==> src/rtl/scl_div_pkg.sv <==
package scl_div_pkg;
  localparam int unsigned WORD_W    = 32;
  localparam int unsigned FIELD_W   = 4;
  localparam int unsigned FIT_LIMIT = 16;
  localparam int unsigned HI_LSB    = 16;
  localparam int unsigned LO_LSB    = 12;
  localparam int unsigned EXP_LSB   = 0;
  localparam logic [WORD_W-1:0] FIXED_BITS = 32'h7770_0300;
  localparam logic [WORD_W-1:0] FIELD_MASK = 32'h000F_F00F;
  localparam logic [WORD_W-1:0] FAST_AUX   = 32'h0000_0003;
endpackage

==> src/rtl/ratio_reducer.sv <==
module ratio_reducer import scl_div_pkg::*; #(
  parameter int unsigned RATIO_W = 32,
  parameter int unsigned EXP_W   = 5
) (
  input  logic               clk_i,
  input  logic               rst_ni,
  input  logic               load_i,
  input  logic [RATIO_W-1:0] ratio_i,
  output logic               done_o,
  output logic [EXP_W-1:0]   exp_o,
  output logic [FIELD_W:0]   red_o
);
  logic [RATIO_W-1:0] r_q;
  logic [EXP_W-1:0]   exp_q;
  logic               sticky_q, busy_q, done_q;
  logic               fits;

  assign fits = (r_q < RATIO_W'(FIT_LIMIT));

  always_ff @(posedge clk_i or negedge rst_ni) begin
    if (!rst_ni) begin
      r_q <= '0; exp_q <= '0; sticky_q <= 1'b0; busy_q <= 1'b0; done_q <= 1'b0;
    end else if (load_i) begin
      r_q <= ratio_i; exp_q <= '0; sticky_q <= 1'b0; busy_q <= 1'b1; done_q <= 1'b0;
    end else if (busy_q) begin
      if (!fits) begin
        r_q      <= r_q >> 1;
        sticky_q <= sticky_q | r_q[0];
        exp_q    <= exp_q + 1'b1;
      end else begin
        busy_q <= 1'b0;
        done_q <= 1'b1;
      end
    end
  end

  // round up by the sticky bit
  assign red_o  = {1'b0, r_q[FIELD_W-1:0]} + {{FIELD_W{1'b0}}, sticky_q};
  assign exp_o  = exp_q;
  assign done_o = done_q;

  p_halve_r2: assert property (@(posedge clk_i) disable iff (!rst_ni)
    busy_q && !load_i && !fits |=> exp_q == $past(exp_q) + 1'b1);
  p_fit_r3: assert property (@(posedge clk_i) disable iff (!rst_ni)
    done_q |-> (fits && red_o <= (FIELD_W+1)'(FIT_LIMIT)));
  p_excl_r2: assert property (@(posedge clk_i) disable iff (!rst_ni)
    !(busy_q && done_q));
endmodule

==> src/rtl/timing_packer.sv <==
module timing_packer import scl_div_pkg::*; (
  input  logic [FIELD_W:0]   red_i,
  input  logic [FIELD_W-1:0] exp_i,
  output logic [FIELD_W-1:0] lo_o,
  output logic [FIELD_W-1:0] hi_o,
  output logic [WORD_W-1:0]  word_o
);
  logic [FIELD_W-1:0] half;

  always_comb begin
    half   = red_i[FIELD_W:1];
    lo_o   = half - FIELD_W'(1);
    hi_o   = red_i[FIELD_W-1:0] - lo_o - FIELD_W'(2);  // modulo 16
    word_o = FIXED_BITS
           | (WORD_W'(hi_o)  << HI_LSB)
           | (WORD_W'(lo_o)  << LO_LSB)
           | (WORD_W'(exp_i) << EXP_LSB);
  end
endmodule

==> src/rtl/scl_wave.sv <==
module scl_wave import scl_div_pkg::*; #(
  parameter int unsigned PRE_W = 32,
  parameter int unsigned EXP_W = 5
) (
  input  logic               clk_i,
  input  logic               rst_ni,
  input  logic               run_i,
  input  logic [EXP_W-1:0]   exp_i,
  input  logic [FIELD_W-1:0] lo_i,
  input  logic [FIELD_W-1:0] hi_i,
  output logic               tick_o,
  output logic               scl_o
);
  logic [PRE_W-1:0]   cnt_q, lim;
  logic [FIELD_W-1:0] ph_q, target;
  logic               lvl_q, tick;

  assign lim    = (PRE_W'(1) << exp_i) - PRE_W'(1);
  assign tick   = run_i && (cnt_q == lim);
  assign target = lvl_q ? hi_i : lo_i;

  always_ff @(posedge clk_i or negedge rst_ni) begin
    if (!rst_ni) begin
      cnt_q <= '0; ph_q <= '0; lvl_q <= 1'b0;
    end else if (!run_i) begin
      cnt_q <= '0; ph_q <= '0; lvl_q <= 1'b0;
    end else begin
      cnt_q <= tick ? '0 : cnt_q + 1'b1;
      if (tick) begin
        if (ph_q == target) begin
          ph_q  <= '0;
          lvl_q <= ~lvl_q;
        end else begin
          ph_q <= ph_q + 1'b1;
        end
      end
    end
  end

  assign tick_o = tick;
  assign scl_o  = run_i ? lvl_q : 1'b1;

  p_toggle_on_tick_r8: assert property (@(posedge clk_i) disable iff (!rst_ni)
    run_i && $past(run_i) && (scl_o != $past(scl_o)) |-> $past(tick_o));
  p_cnt_bound_r7: assert property (@(posedge clk_i) disable iff (!rst_ni)
    run_i |-> cnt_q <= lim);
  p_ph_bound_r8: assert property (@(posedge clk_i) disable iff (!rst_ni)
    run_i |-> ph_q <= target);
endmodule

==> src/rtl/scl_timing_gen.sv <==
module scl_timing_gen import scl_div_pkg::*; #(
  parameter int unsigned RATIO_W        = 32,
  parameter int unsigned KHZ_W          = 16,
  parameter int unsigned FAST_LIMIT_KHZ = 400,
  parameter int unsigned DEFAULT_KHZ    = 100
) (
  input  logic               clk_i,
  input  logic               rst_ni,
  input  logic [RATIO_W-1:0] ratio_i,
  input  logic [KHZ_W-1:0]   target_khz_i,
  input  logic               load_i,
  output logic               done_o,
  output logic [WORD_W-1:0]  word_o,
  output logic [WORD_W-1:0]  aux_word_o,
  output logic               tick_o,
  output logic               scl_o
);
  localparam int unsigned EXP_W = $clog2(RATIO_W);

  logic               done;
  logic [EXP_W-1:0]   exp_v;
  logic [FIELD_W:0]   red;
  logic [FIELD_W-1:0] lo, hi;
  logic [WORD_W-1:0]  packed_word, aux_q;
  logic [KHZ_W-1:0]   eff_khz;

  ratio_reducer #(.RATIO_W(RATIO_W), .EXP_W(EXP_W)) i_reducer (
    .clk_i, .rst_ni, .load_i, .ratio_i,
    .done_o(done), .exp_o(exp_v), .red_o(red)
  );

  timing_packer i_packer (
    .red_i(red), .exp_i(exp_v[FIELD_W-1:0]),
    .lo_o(lo), .hi_o(hi), .word_o(packed_word)
  );

  scl_wave #(.PRE_W(RATIO_W), .EXP_W(EXP_W)) i_wave (
    .clk_i, .rst_ni, .run_i(done), .exp_i(exp_v),
    .lo_i(lo), .hi_i(hi), .tick_o, .scl_o
  );

  assign eff_khz = (target_khz_i == '0) ? KHZ_W'(DEFAULT_KHZ) : target_khz_i;

  always_ff @(posedge clk_i or negedge rst_ni) begin
    if (!rst_ni)     aux_q <= '0;
    else if (load_i) aux_q <= (eff_khz > KHZ_W'(FAST_LIMIT_KHZ)) ? FAST_AUX : '0;
  end

  assign done_o     = done;
  assign word_o     = done ? packed_word : '0;
  assign aux_word_o = aux_q;

  p_load_clears_r1: assert property (@(posedge clk_i) disable iff (!rst_ni)
    load_i |=> !done_o && scl_o && !tick_o);
  p_word_fixed_r5: assert property (@(posedge clk_i) disable iff (!rst_ni)
    done_o |-> (word_o & ~FIELD_MASK) == FIXED_BITS);
  p_aux_hold_r6: assert property (@(posedge clk_i) disable iff (!rst_ni)
    !load_i |=> $stable(aux_word_o));
  p_done_holds_r2: assert property (@(posedge clk_i) disable iff (!rst_ni)
    done_o && !load_i |=> done_o && $stable(word_o));
endmodule

==> config.mk <==
export PLATFORM = sky130hd
export DESIGN_NAME = scl_timing_gen
export DESIGN_NICKNAME = d
export VERILOG_FILES = /design/src/rtl/scl_div_pkg.sv /design/src/rtl/ratio_reducer.sv /design/src/rtl/timing_packer.sv /design/src/rtl/scl_wave.sv /design/src/rtl/scl_timing_gen.sv
export SDC_FILE = /design/constraint.sdc
export NUM_CORES = 1
export LEC_CHECK = 0
export CAP_MARGIN = 20
export CORE_UTILIZATION = 40
export DETAILED_ROUTE_END_ITERATION = 8
export PLACE_DENSITY_LB_ADDON = 0.15
export SYNTH_ARGS = -nofsm -noshare
export SYNTH_HDL_FRONTEND = slang
export SYNTH_SLANG_ARGS = --single-unit
==> constraint.sdc <==
create_clock -name clk_i -period 3.9 [get_ports clk_i]
set_clock_uncertainty 0.05 [all_clocks]
set_input_delay 0.585 -clock clk_i [delete_from_list [all_inputs] [get_ports clk_i]]
set_output_delay 0.585 -clock clk_i [all_outputs]
set_load 0.05 [all_outputs]
**Word level (Yosys, flattened, before mapping)**

Cells that the tools add are included.

- $add $sub $neg: 8
- Multiply operators: 0
- Divide/modulo/power cells: 0
- Order comparisons: 2
- Eq/ne operators: 5
- Shifts and indexed selects: 1
- Muxes and demuxes: 28
- Bitwise gates (word level): 4
- Reduce and logical (&&, ||, !) cells: 7

Operators with widths:

| operator | count |
|---|---|
| 2-to-1 mux 32 bit | 6 |
| adder 32 x 1 -> 32 bit (second input constant) | 1 |
| == test 32 bit | 1 |
| < comparator 32 x 5 -> 1 bit (second input constant) | 1 |
| << shifter 1 x 5 -> 32 bit (first input constant) | 1 |
| subtractor 32 x 2 -> 32 bit (second input constant) | 1 |
| bitwise OR 31 x 16 -> 31 bit | 1 |
| bitwise OR 31 x 4 -> 31 bit | 1 |
| > comparator 16 x 9 -> 1 bit (second input constant) | 1 |
| logical NOT 16 bit | 1 |
| 2-to-1 mux 16 bit | 1 |
| 2-to-1 mux 4 bit | 4 |
| 2-to-1 mux 5 bit | 3 |
| 2-to-1 mux 1 bit | 13 |
| AND reduction 2 bit | 3 |
| adder 4 x 1 -> 5 bit | 1 |
| adder 5 x 1 -> 5 bit (second input constant) | 1 |
| adder 4 x 1 -> 4 bit (second input constant) | 1 |
| == test 4 bit | 1 |
| inequality test 2 x 1 -> 1 bit (second input constant) | 2 |
| nonzero test 2 bit | 2 |
| subtractor 4 x 1 -> 4 bit (second input constant) | 1 |
| subtractor 4 x 2 -> 4 bit (second input constant) | 1 |
| subtractor 4 bit | 1 |
| other kinds (5) | 5 |

- Bits in registers: 109
- Latch bits: 0
- Memory bits (writable): 0
- ROM bits: 0
- Input port bits: 51
- Output and inout bits: 67
- Logic and storage cells: 64
- Memories: 0

**Logic depth before layout (Yosys ltp)**

Gate-level depths: netlist (run 1).

- Depth after elaboration: 9
- Depth in mapped cells: 17
- Mapped depth without buffers: 16

**Modules after synthesis**

Synthesis (run 1) repeated with hierarchy kept, for this count alone.

- Cells, all modules: 769
- Area, all modules: 6493.7 sq um

Modules (own cells, without submodules):

| module | times used | cells each | area each (sq um) | seq. area each (sq um) |
|---|---|---|---|---|
| scl_wave | 1 | 418 | 3375.7 | 925.9 |
| ratio_reducer | 1 | 223 | 2182.1 | 1001.0 |
| scl_timing_gen | 1 | 74 | 518.0 | 25.0 |
| timing_packer | 1 | 54 | 417.9 | 0.0 |

**Worst setup path after synthesis (run 1)**

No wires, ideal clock.

- Path kind: reg-to-output
- Start: register i_reducer.exp_q[1] (netlist: i_reducer.exp_o[1])
- End: output tick_o
- Arrival: 3737 ps
- Required time: 3265 ps
- Path slack: -472 ps
- Stages on the path, launching flop included: 15
- Path buffers: 2
- Path through: dfrtp_1 -> inv_1 -> ha_1 -> buf_2 -> buf_1 -> nand3_1 -> ha_1 -> nor2b_1 -> a22oi_1 -> nor3_1 -> xor2_1 -> o211ai_1 -> or4_1 -> nor4_1 -> and2_1

- Word-level cells in the longest chain between the ends: 4

RTL lines:

| what | line | text |
|---|---|---|
| start: declaration | ratio_reducer.sv:14 | `logic [EXP_W-1:0] exp_q;` |
| start signal: assignment | ratio_reducer.sv:29 | `exp_q <= exp_q + 1'b1;` |
| << shifter 1 x 5 -> 32 bit | scl_wave.sv:18 | `assign lim = (PRE_W'(1) << exp_i) - PRE_W'(1);` |
| subtractor 32 x 2 -> 32 bit | scl_wave.sv:18 |  |
| == test 32 bit | scl_wave.sv:19 | `assign tick = run_i && (cnt_q == lim);` |
| logical AND 1 bit | scl_wave.sv:19 |  |
| end: declaration | scl_timing_gen.sv:15 | `output logic tick_o,` |

Every way passes these cells.

**Final worst setup path (run 1)**

- Start: register i_reducer.exp_q[0] (netlist: i_reducer.exp_o[0])
- End: output tick_o

The elaborated chain is that of the path after synthesis.

==> results of run 1 <==
layout by cell type (no fill, tap or decap), types with 9 or more instances in the layout:
master / netlist / layout
sky130_fd_sc_hd__nand2_1: 70 / 70
sky130_fd_sc_hd__dfrtp_1: 78 / 76
sky130_fd_sc_hd__nand3_1: 26 / 26
sky130_fd_sc_hd__nor2_1: 77 / 77
sky130_fd_sc_hd__clkdlybuf4s50_1: 0 / 73
sky130_fd_sc_hd__nor3_1: 15 / 14
sky130_fd_sc_hd__clkbuf_16: 0 / 9
sky130_fd_sc_hd__nand4_1: 13 / 13
sky130_fd_sc_hd__xnor2_1: 45 / 43
sky130_fd_sc_hd__a21oi_1: 20 / 20
sky130_fd_sc_hd__nor4_1: 16 / 11
sky130_fd_sc_hd__buf_4: 52 / 53
sky130_fd_sc_hd__o21ai_0: 47 / 45
sky130_fd_sc_hd__mux2i_1: 37 / 37
sky130_fd_sc_hd__buf_12: 0 / 9
sky130_fd_sc_hd__xor2_1: 38 / 37
sky130_fd_sc_hd__conb_1: 1 / 39
sky130_fd_sc_hd__inv_1: 15 / 13
synth_stat cells, types with 3 or more instances:
cell type / number / share of area [%]
sky130_fd_sc_hd__ha_1: 16 / 3.2
sky130_fd_sc_hd__nor2_1: 77 / 4.6
sky130_fd_sc_hd__nor2b_1: 7 / 0.70
sky130_fd_sc_hd__inv_1: 15 / 0.89
sky130_fd_sc_hd__nand4_1: 13 / 1.3
sky130_fd_sc_hd__a21o_1: 4 / 0.48
sky130_fd_sc_hd__or3_1: 4 / 0.40
sky130_fd_sc_hd__buf_6: 3 / 0.54
sky130_fd_sc_hd__a32o_1: 3 / 0.48
sky130_fd_sc_hd__or4_1: 4 / 0.48
sky130_fd_sc_hd__a21oi_1: 20 / 1.6
sky130_fd_sc_hd__clkbuf_1: 31 / 1.8
sky130_fd_sc_hd__o21ai_0: 47 / 3.7
sky130_fd_sc_hd__dfrtp_1: 78 / 31
sky130_fd_sc_hd__nand2b_1: 8 / 0.79
sky130_fd_sc_hd__nand4b_1: 4 / 0.56
sky130_fd_sc_hd__o31ai_1: 4 / 0.48
sky130_fd_sc_hd__nand3b_1: 4 / 0.48
sky130_fd_sc_hd__o22ai_1: 6 / 0.60
sky130_fd_sc_hd__and2_1: 10 / 0.99
sky130_fd_sc_hd__a31oi_1: 5 / 0.50
sky130_fd_sc_hd__xor2_1: 38 / 5.3
sky130_fd_sc_hd__a22oi_1: 3 / 0.36
sky130_fd_sc_hd__buf_4: 52 / 6.2
sky130_fd_sc_hd__nor4_1: 16 / 1.6
sky130_fd_sc_hd__xnor2_1: 45 / 6.3
sky130_fd_sc_hd__or2_2: 4 / 0.40
sky130_fd_sc_hd__a32oi_1: 3 / 0.42
sky130_fd_sc_hd__and3_1: 6 / 0.60
sky130_fd_sc_hd__buf_1: 6 / 0.36
sky130_fd_sc_hd__nor3_1: 15 / 1.2
sky130_fd_sc_hd__nand3_1: 26 / 2.1
sky130_fd_sc_hd__o211ai_1: 4 / 0.48
sky130_fd_sc_hd__nor4b_1: 3 / 0.42
sky130_fd_sc_hd__buf_2: 5 / 0.40
sky130_fd_sc_hd__nand2_1: 70 / 4.2
sky130_fd_sc_hd__mux2i_1: 37 / 5.9
how the worst max path moves through the flow:
| stage | from | to | slack, ns | cells past startpoint |
|---|---|---|---|---|
| floorplan | i_reducer.exp_o[1]$_DFFE_PN0P_ | i_wave.ph_q[3]$_DFFE_PN0P_ | 0.008 | 16 |
| global placement | i_reducer.exp_o[1]$_DFFE_PN0P_ | i_wave.ph_q[3]$_DFFE_PN0P_ | -0.04 | 10 |
| detailed placement | i_reducer.exp_o[1]$_DFFE_PN0P_ | i_wave.ph_q[3]$_DFFE_PN0P_ | -0.12 | 10 |
| CTS | i_reducer.exp_o[0]$_DFFE_PN0P_ | tick_o | -0.38 | 13 |
| global route | i_reducer.exp_o[0]$_DFFE_PN0P_ | tick_o | -0.50 | 13 |
| finish | i_reducer.exp_o[0]$_DFFE_PN0P_ | tick_o | -0.33 | 12 |
stage by stage:
stage	util (%)	area, sq um	total power [mW]	TNS, ns
global route	52.12	7953	2.484	-6.180
finish	52.12	7953	2.348	-0.5425
detailed placement	49.04	7482	1.510	-0.2229
global placement	49.04	7482	1.495	-0.04014
CTS	51.40	7843	2.358	-1.748
floorplan	-	6566	1.327	0
cell families after synthesis:
group | Yosys count
xor+xnor | 84
mux | 39
flops | 78
simple gates | 290
other cells | 1
fa+ha+maj | 17
buf+inv | 115
compound gates | 124
critical path: stages, from the launching register on:
cell and delay (ns):
sky130_fd_sc_hd__dfrtp_2 0.45, sky130_fd_sc_hd__ha_4 0.19, sky130_fd_sc_hd__ha_4 0.15, sky130_fd_sc_hd__or4_4 0.42, sky130_fd_sc_hd__a221o_1 0.36, sky130_fd_sc_hd__buf_6 0.15
sky130_fd_sc_hd__or3_4 0.35, sky130_fd_sc_hd__nand3b_4 0.17, sky130_fd_sc_hd__o22ai_4 0.18, sky130_fd_sc_hd__nand4b_4 0.13, sky130_fd_sc_hd__nor4_4 0.34, sky130_fd_sc_hd__and2_4 0.20
sky130_fd_sc_hd__buf_12 0.13
layout make-up:
type                    count  share of cell area (%)
multi-input cells         593                   50.99
well taps                 211                   3.320
clock inverters             5                  0.5035
flip-flops and latches     78                   24.58
clock buffers              11                   3.052
inverters                  17                  0.8968
repair buffers            137                   16.66
power by group:
part	internal, mW	switching, mW	leakage [nW]	total, mW
registers	0.842	0.0326	1.02	0.875
logic	0.292	0.378	1.92	0.670
clock network	0.455	0.348	0.141	0.803
total	1.59	0.759	3.08	2.35
registers in the layout (all words and copies together), names as in the netlist:
name	flops
aux_word_o	1
i_reducer.busy_q	1
i_reducer.done_o	1
i_reducer.exp_o	5
i_reducer.r_q	32
i_reducer.sticky_q	1
i_wave.cnt_q	32
i_wave.lvl_q	1
i_wave.ph_q	4
timing repair:
action,in CTS,in global routing
setup buffers,2,2
pin swaps,12,6
setup endpoints to repair,4,39
gates cloned,0,0
hold buffers,0,0
resized for setup,14,14
routing by layer:
layer | vias to the layer above | track usage, % | wire length [um]
li1 | 2708 | - | -
met1 | 2648 | 27.26 | 7152
met2 | 178 | 37.45 | 8506
met3 | 38 | 5.444 | 917
met4 | 0 | 10.29 | 577
met5 | - | 0 | 0
==> PnR_summary.wiki, run 1 <==
{| class="wikitable"
! Metric !! Value
|-
| Core Region || 0.01526 sq mm
|-
| Warning count from the yosys run || 0
|-
| Die Footprint || 0.01625 sq mm
|-
| Clock tree from TritonCTS || built
|-
| Dominant combinational cell family by area after synthesis || simple AND/OR/NAND/NOR gates
|-
| Overall die width || ~130 um
|-
| Relative slew margins || around half
|-
| RD Place Congestion || ~0.95
|-
| Path class of the lowest-slack min-delay path || in -> async
|-
| Worst reg2reg startpoint || i_reducer.exp_o[0]$_DFFE_PN0P_
|-
| Gate count of the mapped netlist || ~750
|-
| Ant diodes || 0
|-
| Final Non-Filler Cells || 1052
|-
| Cell row count || between 40 and 50
|-
| Residual antenna-violating net count after detailed routing || 0
|-
| Number of enable-type register cells in the synthesized netlist || 0
|-
| Endpoint class of the critical path || primary output
|-
| Fraction of final layout cells with drive strength greater than 1 || between 10% and 20%
|-
| DRC violation count after routing || 0
|-
| Violations in the final reports || setup timing
|-
| Worst-Skew Late Latency || ~0.35 ns
|-
| Count of final hold-check violations || 0
|-
| Status || finished with violations
|-
| WL/cell || approximately 16 um
|-
| Initial antenna violation count || 0
|-
| CP Class || reg -> out
|-
| Number of fill cells in the layout || approximately 1400
|-
| Die Y || 127.5 um
|-
| Largest fanout of any net on the critical path || 4
|-
| Nets@finish || around 900
|-
| Total clock sinks || about 80
|-
| Critical register-to-register path endpoint || i_wave.ph_q[3]$_DFFE_PN0P_
|-
| Via count of the first global-routing pass || around 5500
|-
| Number of cells in the design after placement || ~1000
|-
| Reported leakage power || about 3.1 nW
|-
| Timing-limited maximum frequency || around 240 MHz
|-
| Crit path time final || 4.225 ns
|-
| Mux share of post-synthesis cell area || ~6.2%
|-
| Number of buffers between clock root and the deepest sink || 2
|-
| Adder-cell share of the synthesized area || between 3 and 4%
|-
| Share of synthesized area occupied by flip-flops and latches || around 31%
|-
| Total global routing overflow || 0
|-
| Unrepaired setup endpoints after global routing || true
|-
| Synth async-reset ratio || 100.0%
|-
| Max IR drop VDD || 0.2214 mV
|-
| Synth cell types || 78
|-
| Worst setup slack after placement || -0.1250 ns
|-
| Average cell area after synthesis || about 8.4 sq um
|-
| Slew Limit Fails || 0
|-
| Req. time, crit path || approximately 3.3 ns
|-
| Maximum number of pins on one net before global-route repair || 75
|-
| Drt initial violations || 315
|-
| Post-detailed-routing wire length || around 17 mm
|-
| Synth Area in Compound Gates || 12.93%
|-
| Detailed placement HPWL || 12.77 mm
|-
| Worst-case register-to-register setup slack || -0.17 ns
|-
| Post-synthesis share of cell area spent on xor and xnor gates || 11.80%
|-
| Flip-flop cell with the highest count after synthesis || sky130_fd_sc_hd__dfrtp_1
|-
| Setup violation total in the final timing report || 3
|-
| Count of buffers from port buffering || 78
|-
| Via-per-instance ratio || 5.297
|-
| GRT Resource Usage Total || ~22%
|-
| Synthesized flop and latch total || between 70 and 80
|-
| First-pass GRT wire length || around 28 mm
|-
| Mapped Area || around 0.0063 sq mm
|-
| Hold slack final || 0.2142 ns
|-
| Post-route clock period utilization || 108.3%
|-
| Kind of start point of the critical path || register
|-
| Number of buffers created by CTS || 9
|-
| Root buf cell || sky130_fd_sc_hd__clkbuf_16
|-
| Sequential standard cell area || 0.001954 sq mm
|-
| Max-cap violations || 0
|-
| Area growth, synth to finish || 26.29%
|-
| Initial Util || 41.27%
|-
| Final worst-path setup slack || -0.3254 ns
|-
| Total number of H-tree levels || 3
|-
| First-pass iteration count of the detailed router || 5
|-
| Data arrival time of the worst path || between 3 and 4 ns
|-
| Post-Synth Simple-Gate Area || 23.88%
|-
| Multi-input combinational cell area || around 0.004 sq mm
|-
| Clock-pin transition on the worst setup and hold timing paths || 0.06 ns
|-
| Slew at the pin with the worst max-slew slack || approximately 0.74 ns
|-
| Number of I/O pins || approximately 120
|-
| Detailed-route via count || approximately 5600
|-
| Cells on worst reg2reg path || 11
|-
| Power Density || roughly 300 mW/mm^2
|}
(Power assumes the default switching activity.)
==> run 2, diff against run 1 <==
- MAX_ROUTING_LAYER: default -> met4
- SLEW_MARGIN: default -> 30
- SYNTH_HIERARCHICAL: default -> 1
==> run 2 against run 1 <==
The run now ends clean. Register-to-register slack better by 0.43 ns. First-iteration DRC count grew 7.9%. Total power down 0.46%. Count of clock-buffer cells in the layout unchanged. Sequential cell count unchanged. Critical path depth down 1. Sequential power is essentially flat. Sequential share of layout area grew 1.1 points. Wire length fell by 0.52%. Utilization shrank 4.3 points. Non-clock buffer count is 33 lower. Largest power group unchanged. Highest routed layer unchanged.
==> PnR_summary.wiki, run 2 <==
{| class="wikitable"
! Metric !! Value
|-
| Status || complete, no violations
|-
| Final worst-path setup slack || approximately 0.13 ns
|-
| Top Family by Delay on Critical Path || simple AND/OR/NAND/NOR gates
|-
| Kind of start point of the critical path || register
|-
| Nets@finish || 882
|-
| Number of I/O pins || 118
|-
| Number of buffers created by CTS || 9
|-
| Relative slew margins || between 40% and 50%
|-
| Unrepaired setup endpoints after global routing || true
|-
| Timing-limited maximum frequency || about 270 MHz
|-
| Via count of the first global-routing pass || 5434
|-
| Number of fill cells in the layout || between 1500 and 2000
|-
| Leading cell type in the layout, fill and taps excluded || sky130_fd_sc_hd__dfrtp_1
|-
| Most common cell in the synthesized netlist || sky130_fd_sc_hd__dfrtp_1
|-
| Warning count from the yosys run || 6
|-
| Cts hold-fix bufs || 0
|-
| Flip-flop cell with the highest count after synthesis || sky130_fd_sc_hd__dfrtp_1
|-
| Slew at the pin with the worst max-slew slack || 0.8482 ns
|-
| WL/cell || around 16 um
|-
| Gate count of the mapped netlist || slightly below 800
|-
| Cells along the critical path || nor3_2 -> nand3b_1 -> ha_4 -> or4b_4 -> a311oi_2 -> a21oi_1 -> nor4b_2 -> buf_4 -> nand3_1 -> nor2_2 -> buf_12
|-
| Count of final hold-check violations || 0
|-
| Max IR drop VDD || just under 0.2 mV
|-
| Detailed-route via count || roughly 5500
|-
| Most frequent cells in the layout || sky130_fd_sc_hd__dfrtp_1 (78), sky130_fd_sc_hd__clkdlybuf4s50_1 (73), sky130_fd_sc_hd__nand2_1 (63)
|-
| RD Place Congestion || around 0.91
|-
| Share of synthesized area occupied by flip-flops and latches || 30.06%
|-
| Reported leakage power || around 3.1 nW
|-
| Initial antenna violation count || 0
|-
| Crit path time final || 3.771 ns
|-
| Power Density || between 300 and 400 mW/mm^2
|-
| Max incr delay on CP || around 0.53 ns
|-
| Final cell utilization of the core || roughly 48%
|-
| Die Footprint || about 0.017 sq mm
|-
| Cell row count || between 40 and 50
|-
| Drt initial violations || between 300 and 400
|-
| Req. time, crit path || 3.26 ns
|-
| Data arrival time of the worst path || roughly 3.1 ns
|-
| Die Y || 129.4 um
|-
| Total global routing overflow || 0
|-
| Number of enable-type register cells in the synthesized netlist || 0
|-
| Initial Util || approximately 40%
|-
| Endpoint class of the critical path || primary output
|-
| Average cell area after synthesis || between 8 and 9 sq um
|-
| Maximum number of pins on one net before global-route repair || between 60 and 70
|-
| Slew Limit Fails || 0
|-
| Area share of the largest cell type after synthesis || between 30% and 40%
|-
| Clock-pin transition on the worst setup and hold timing paths || 0.06 ns
|-
| Synth async-reset ratio || 100.0%
|-
| Total clock sinks || between 70 and 80
|-
| Detailed placement HPWL || ~12 mm
|-
| Largest fanout of any net on the critical path || 8
|-
| Mapped Area || 0.006494 sq mm
|-
| Clock tree from TritonCTS || built
|-
| Cell with the largest stage delay on the worst path || sky130_fd_sc_hd__or4b_4
|-
| Cell taking the most area after synthesis || sky130_fd_sc_hd__dfrtp_1
|-
| Path class of the lowest-slack min-delay path || in -> async
|-
| Root buf cell || sky130_fd_sc_hd__clkbuf_16
|-
| First-pass GRT wire length || between 20 and 30 mm
|-
| Post-route clock period utilization || a little over nine tenths
|-
| DRC violation count after routing || 0
|-
| Total number of H-tree levels || 3
|-
| Most numerous cell types in the synthesized netlist || sky130_fd_sc_hd__dfrtp_1 (78), sky130_fd_sc_hd__buf_4 (66), sky130_fd_sc_hd__nand2_1 (63)
|-
| Ant diodes || 0
|-
| Number of buffers between clock root and the deepest sink || 2
|-
| Fraction of final layout cells with drive strength greater than 1 || 15.19%
|-
| Post-detailed-routing wire length || about 17 mm
|-
| First-pass iteration count of the detailed router || 4
|-
| Via-per-instance ratio || ~5.3
|-
| Core Region || around 0.016 sq mm
|-
| Setup violation total in the final timing report || 0
|-
| Count of buffers from port buffering || 78
|-
| Residual antenna-violating net count after detailed routing || 0
|-
| Area growth, synth to finish || 17.03%
|-
| Max-cap violations || 0
|-
| Synthesized flop and latch total || approximately 80
|-
| Synth area leaders || sky130_fd_sc_hd__dfrtp_1 (30%), sky130_fd_sc_hd__buf_4 (7.6%), sky130_fd_sc_hd__and2_1 (3.7%)
|-
| Hold slack final || ~0.28 ns
|-
| Worst-Skew Late Latency || approximately 0.34 ns
|-
| Worst setup slack after placement || between 0.1 and 0.15 ns
|-
| Buf+Inv Stages, Crit Path || 2
|-
| GRT Resource Usage Total || around 22%
|-
| CP Class || reg -> out
|-
| Synth cell types || 84
|-
| Overall die width || 129.4 um
|}
[run 2: what timing repair did]
item,in CTS,in global routing
hold endpoints to repair,0,0
setup buffers,1,2
pin swaps,0,3
resized for setup,5,11
endpoints found under the setup margin,2,5
[run 2: through the flow]
step	total power, mW	instances	setup TNS, ns	cell area (sq um)
after floorplan	1.381	816	0	6673
after global placement	1.461	1021	0	7207
after detailed placement	1.475	1021	0	7207
after CTS	2.349	1037	0	7532
after global routing	2.473	1039	-0.03074	7600
final	2.338	1039	0	7600
[run 2: report_power, final]
part | internal (mW) | switching (mW) | total, mW
combinational | 0.261 | 0.365 | 0.626
sequential | 0.843 | 0.0331 | 0.876
clock | 0.507 | 0.328 | 0.836
total | 1.61 | 0.726 | 2.34
[run 2: layout make-up]
cell class / instances / area, sq um / share of cell area (%)
multi-input combinational: 600 / 3979 / 52.35
sequential: 78 / 1952 / 25.68
timing repair buffer: 104 / 1011 / 13.30
tap: 216 / 270.3 / 3.556
clock buffer: 11 / 242.7 / 3.194
inverter: 26 / 97.59 / 1.284
clock inverter: 4 / 47.55 / 0.6256
[run 2: worst paths after layout]
check | startpoint | endpoint | slack [ns] | depth (start not counted)
min reg2reg | i_wave/ph_q[3]$_DFFE_PN0P_ | i_wave/ph_q[3]$_DFFE_PN0P_ | 0.48 | 1
max | i_reducer/exp_o[4]$_DFFE_PN0P_ | tick_o | 0.13 | 11
max in group asynchronous | rst_ni | i_reducer/r_q[3]$_DFFE_PN0P_ | 2.70 | 2
min | rst_ni | i_wave/cnt_q[24]$_DFF_PN0_ | 0.28 | 1
max reg2reg | i_reducer/sticky_q$_DFFE_PN0P_ | i_wave/ph_q[3]$_DFFE_PN0P_ | 0.26 | 19
min in group clk_i | i_wave/ph_q[3]$_DFFE_PN0P_ | i_wave/ph_q[3]$_DFFE_PN0P_ | 0.48 | 1
[run 2: cells by family after synthesis]
logic type	count (synthesis)	synth area share [%]
muxes	19	3.063
and+or+nand+nor	315	27.44
DFF	78	30.06
adders and majority gates	12	2.428
other	3	0.1734
buffers and inverters	138	12.66
xor gates and xnor gates	50	6.956
AOI/OAI and AO/OA	154	17.23
[run 2: routing by layer]
layer  track usage (%)  wire length, um
met2             35.71             8346
met3             3.386              679
met5                 -                0
met4             8.755              369
met1             27.93             7670
==> run 3, diff against run 2 <==
--- a/config.mk
+++ b/config.mk
@@ -12,3 +12,2 @@
 export PLACE_DENSITY_LB_ADDON = 0.15
-export SLEW_MARGIN = 30
 export SYNTH_ARGS = -nofsm -noshare
--- a/constraint.sdc
+++ b/constraint.sdc
@@ -4,2 +4,2 @@
 set_output_delay 0.585 -clock clk_i [all_outputs]
-set_load 0.05 [all_outputs]
+set_load 0.01 [all_outputs]
==> run 3 against run 2 <==
Worst setup slack worse by 0.044 ns. Sequential share of layout area is 0.84 points lower. Combinational power is 2% higher. Highest routed layer unchanged. Critical endpoint unchanged. Wire length is 1.0% higher. Largest cell class unchanged. Total power is 6.8% higher. Cell count is 2.8% higher. Hold slack worse by 0.019 ns. Via count is 2.1% higher. Register-to-register slack worse by 0.06 ns. Cell area is 3.4% higher.
==> PnR_summary.wiki, run 3 (synthesis gave the netlist of run 2 again) <==
{| class="wikitable"
! Metric !! Value
|-
| Status || complete, no violations
|-
| Slew Limit Fails || 0
|-
| Core Region || 0.01589 sq mm
|-
| Reported leakage power || around 3.3 nW
|-
| Worst-Skew Late Latency || 0.35 ns
|-
| Count of final hold-check violations || 0
|-
| Via count of the first global-routing pass || around 5400
|-
| DRC violation count after routing || 0
|-
| Final cell utilization of the core || 49.46%
|-
| Total number of H-tree levels || 3
|-
| CP Class || reg -> out
|-
| Number of I/O pins || around 120
|-
| Ant diodes || 0
|-
| Met3 Wirelength || between 500 and 600 um
|-
| GRT Resource Usage Total || 22.31%
|-
| Initial Util || about two fifths
|-
| Residual antenna-violating net count after detailed routing || 0
|-
| Post-detailed-routing wire length || 17.24 mm
|-
| Die Footprint || approximately 0.017 sq mm
|-
| Crit path time final || 3.815 ns
|-
| Count of buffers from port buffering || 78
|-
| First-pass iteration count of the detailed router || 5
|-
| Number of fill cells in the layout || around 1600
|-
| Routed met2 length || approximately 8.6 mm
|-
| Most frequent CP cell || sky130_fd_sc_hd__buf_4
|-
| Post-route clock period utilization || 97.81%
|-
| Total negative slack || 0 ns
|-
| Drt initial violations || 310
|-
| Clock tree from TritonCTS || built
|-
| Cell with the largest stage delay on the worst path || sky130_fd_sc_hd__dfrtp_1
|-
| Detailed placement HPWL || 12.65 mm
|-
| Total global routing overflow || 0
|-
| Slew at the pin with the worst max-slew slack || between 1 and 1.5 ns
|-
| Max incr delay on CP || a little under 0.4 ns
|-
| Die Y || 129.4 um
|-
| Detailed-route via count || around 5600
|-
| Number of buffers between clock root and the deepest sink || 2
|-
| Buf+Inv Stages, Crit Path || 10
|-
| Total clock sinks || between 70 and 80
|-
| Cells along the critical path || nor3_4 -> buf_4 -> buf_4 -> buf_4 -> buf_4 -> buf_4 -> buf_4 -> buf_4 -> buf_4 -> buf_4 -> and3_1 -> a211oi_2 -> nand4_1 -> nor4_2 -> nand3_1 -> nor2_2 -> buf_2
|-
| Nets@finish || 910
|-
| Multi-input combinational cell area || 0.003993 sq mm
|-
| Path class of the lowest-slack min-delay path || in -> async
|-
| Fraction of final layout cells with drive strength greater than 1 || between 15 and 20%
|-
| Timing-limited maximum frequency || between 200 and 300 MHz
|-
| First-pass GRT wire length || approximately 28 mm
|-
| Number of buffers created by CTS || 9
|-
| Endpoint class of the critical path || primary output
|-
| Leading cell type in the layout, fill and taps excluded || sky130_fd_sc_hd__dfrtp_1
|-
| Sequential standard cell area || 0.001952 sq mm
|-
| Kind of start point of the critical path || register
|-
| RD Place Congestion || 0.9669
|-
| Root buf cell || sky130_fd_sc_hd__clkbuf_16
|-
| WL/cell || between 15 and 20 um
|-
| Maximum number of pins on one net before global-route repair || between 60 and 70
|-
| Top Family by Delay on Critical Path || buffers and inverters
|-
| Overall die width || around 130 um
|-
| Uppermost signal routing layer after detailed routing || met4
|-
| Req. time, crit path || around 3.3 ns
|-
| Routed length on met1 || between 7 and 8 mm
|-
| Cell row count || 46
|-
| Max IR drop VDD || slightly below 0.2 mV
|-
| Initial antenna violation count || 0
|-
| Via-per-instance ratio || 5.283
|-
| Max-cap violations || 0
|-
| Power Density || between 300 and 400 mW/mm^2
|-
| Clock-pin transition on the worst setup and hold timing paths || about 0.06 ns
|-
| Most frequent cells in the layout || sky130_fd_sc_hd__dfrtp_1 (78), sky130_fd_sc_hd__clkdlybuf4s50_1 (73), sky130_fd_sc_hd__nand2_1 (63)
|-
| Cts hold-fix bufs || 0
|-
| Data arrival time of the worst path || about 3.2 ns
|-
| Setup violation total in the final timing report || 0
|-
| Relative slew margins || 31.03%
|-
| Unrepaired setup endpoints after global routing || true
|-
| Largest fanout of any net on the critical path || 6
|-
| Area growth, synth to finish || 21.00%
|}
[run 3: worst paths after layout]
check | startpoint | to | slack [ns] | cells after the start
max in group asynchronous | rst_ni | i_wave/cnt_q[6]$_DFF_PN0_ | 2.76 | 2
hold / removal | rst_ni | i_wave/cnt_q[24]$_DFF_PN0_ | 0.26 | 1
setup / recovery | i_reducer/exp_o[3]$_DFFE_PN0P_ | tick_o | 0.09 | 17
setup reg to reg | i_reducer/sticky_q$_DFFE_PN0P_ | i_wave/ph_q[3]$_DFFE_PN0P_ | 0.20 | 20
min in group clk_i | i_wave/ph_q[3]$_DFFE_PN0P_ | i_wave/ph_q[3]$_DFFE_PN0P_ | 0.49 | 1
hold reg to reg | i_wave/ph_q[3]$_DFFE_PN0P_ | i_wave/ph_q[3]$_DFFE_PN0P_ | 0.49 | 1
[run 3: per-stage QoR]
step | std cells | total power, mW | hold WS (ns) | setup WS (ns) | instance area (sq um)
global route | 1068 | 2.635 | 0.3342 | -0.07456 | 7858
detailed placement | 1035 | 1.469 | 0.4723 | -0.1107 | 7300
finish | 1068 | 2.496 | 0.2612 | 0.08537 | 7858
floorplan | 816 | 1.329 | 0.2394 | 0.3089 | 6670
CTS | 1061 | 2.492 | 0.2960 | 0.0005553 | 7751
global placement | 1034 | 1.447 | 0.4473 | 0.05440 | 7272
[run 3: area by class of cell]
type                            instances  share of cell area [%]
Clock buffer                            9                   2.866
Clock inverter                          7                   1.529
Inverter                               26                   1.242
Multi-Input combinational cell        600                   50.81
Sequential cell                        78                   24.84
Tap cell                              216                   3.439
Timing Repair Buffer                  132                   15.27
[run 3: per-layer routing]
metal	vias up	global-route usage [%]
met5	-	-
met4	0	6.361
met3	17	3.509
met2	123	36.59
met1	2734	28.44
li1	2768	-
[run 3: timing repair]
item	4_1_cts	5_1_grt
gates resized for setup	14	15
pin swaps	2	5
cloned	0	0
setup endpoints to repair	4	33
buffers inserted	10	7
[run 3: report_power, final]
| part | total, mW | internal, mW | switching, mW |
|---|---|---|---|
| logic | 0.640 | 0.310 | 0.329 |
| clock network | 0.978 | 0.628 | 0.350 |
| registers | 0.878 | 0.843 | 0.0350 |
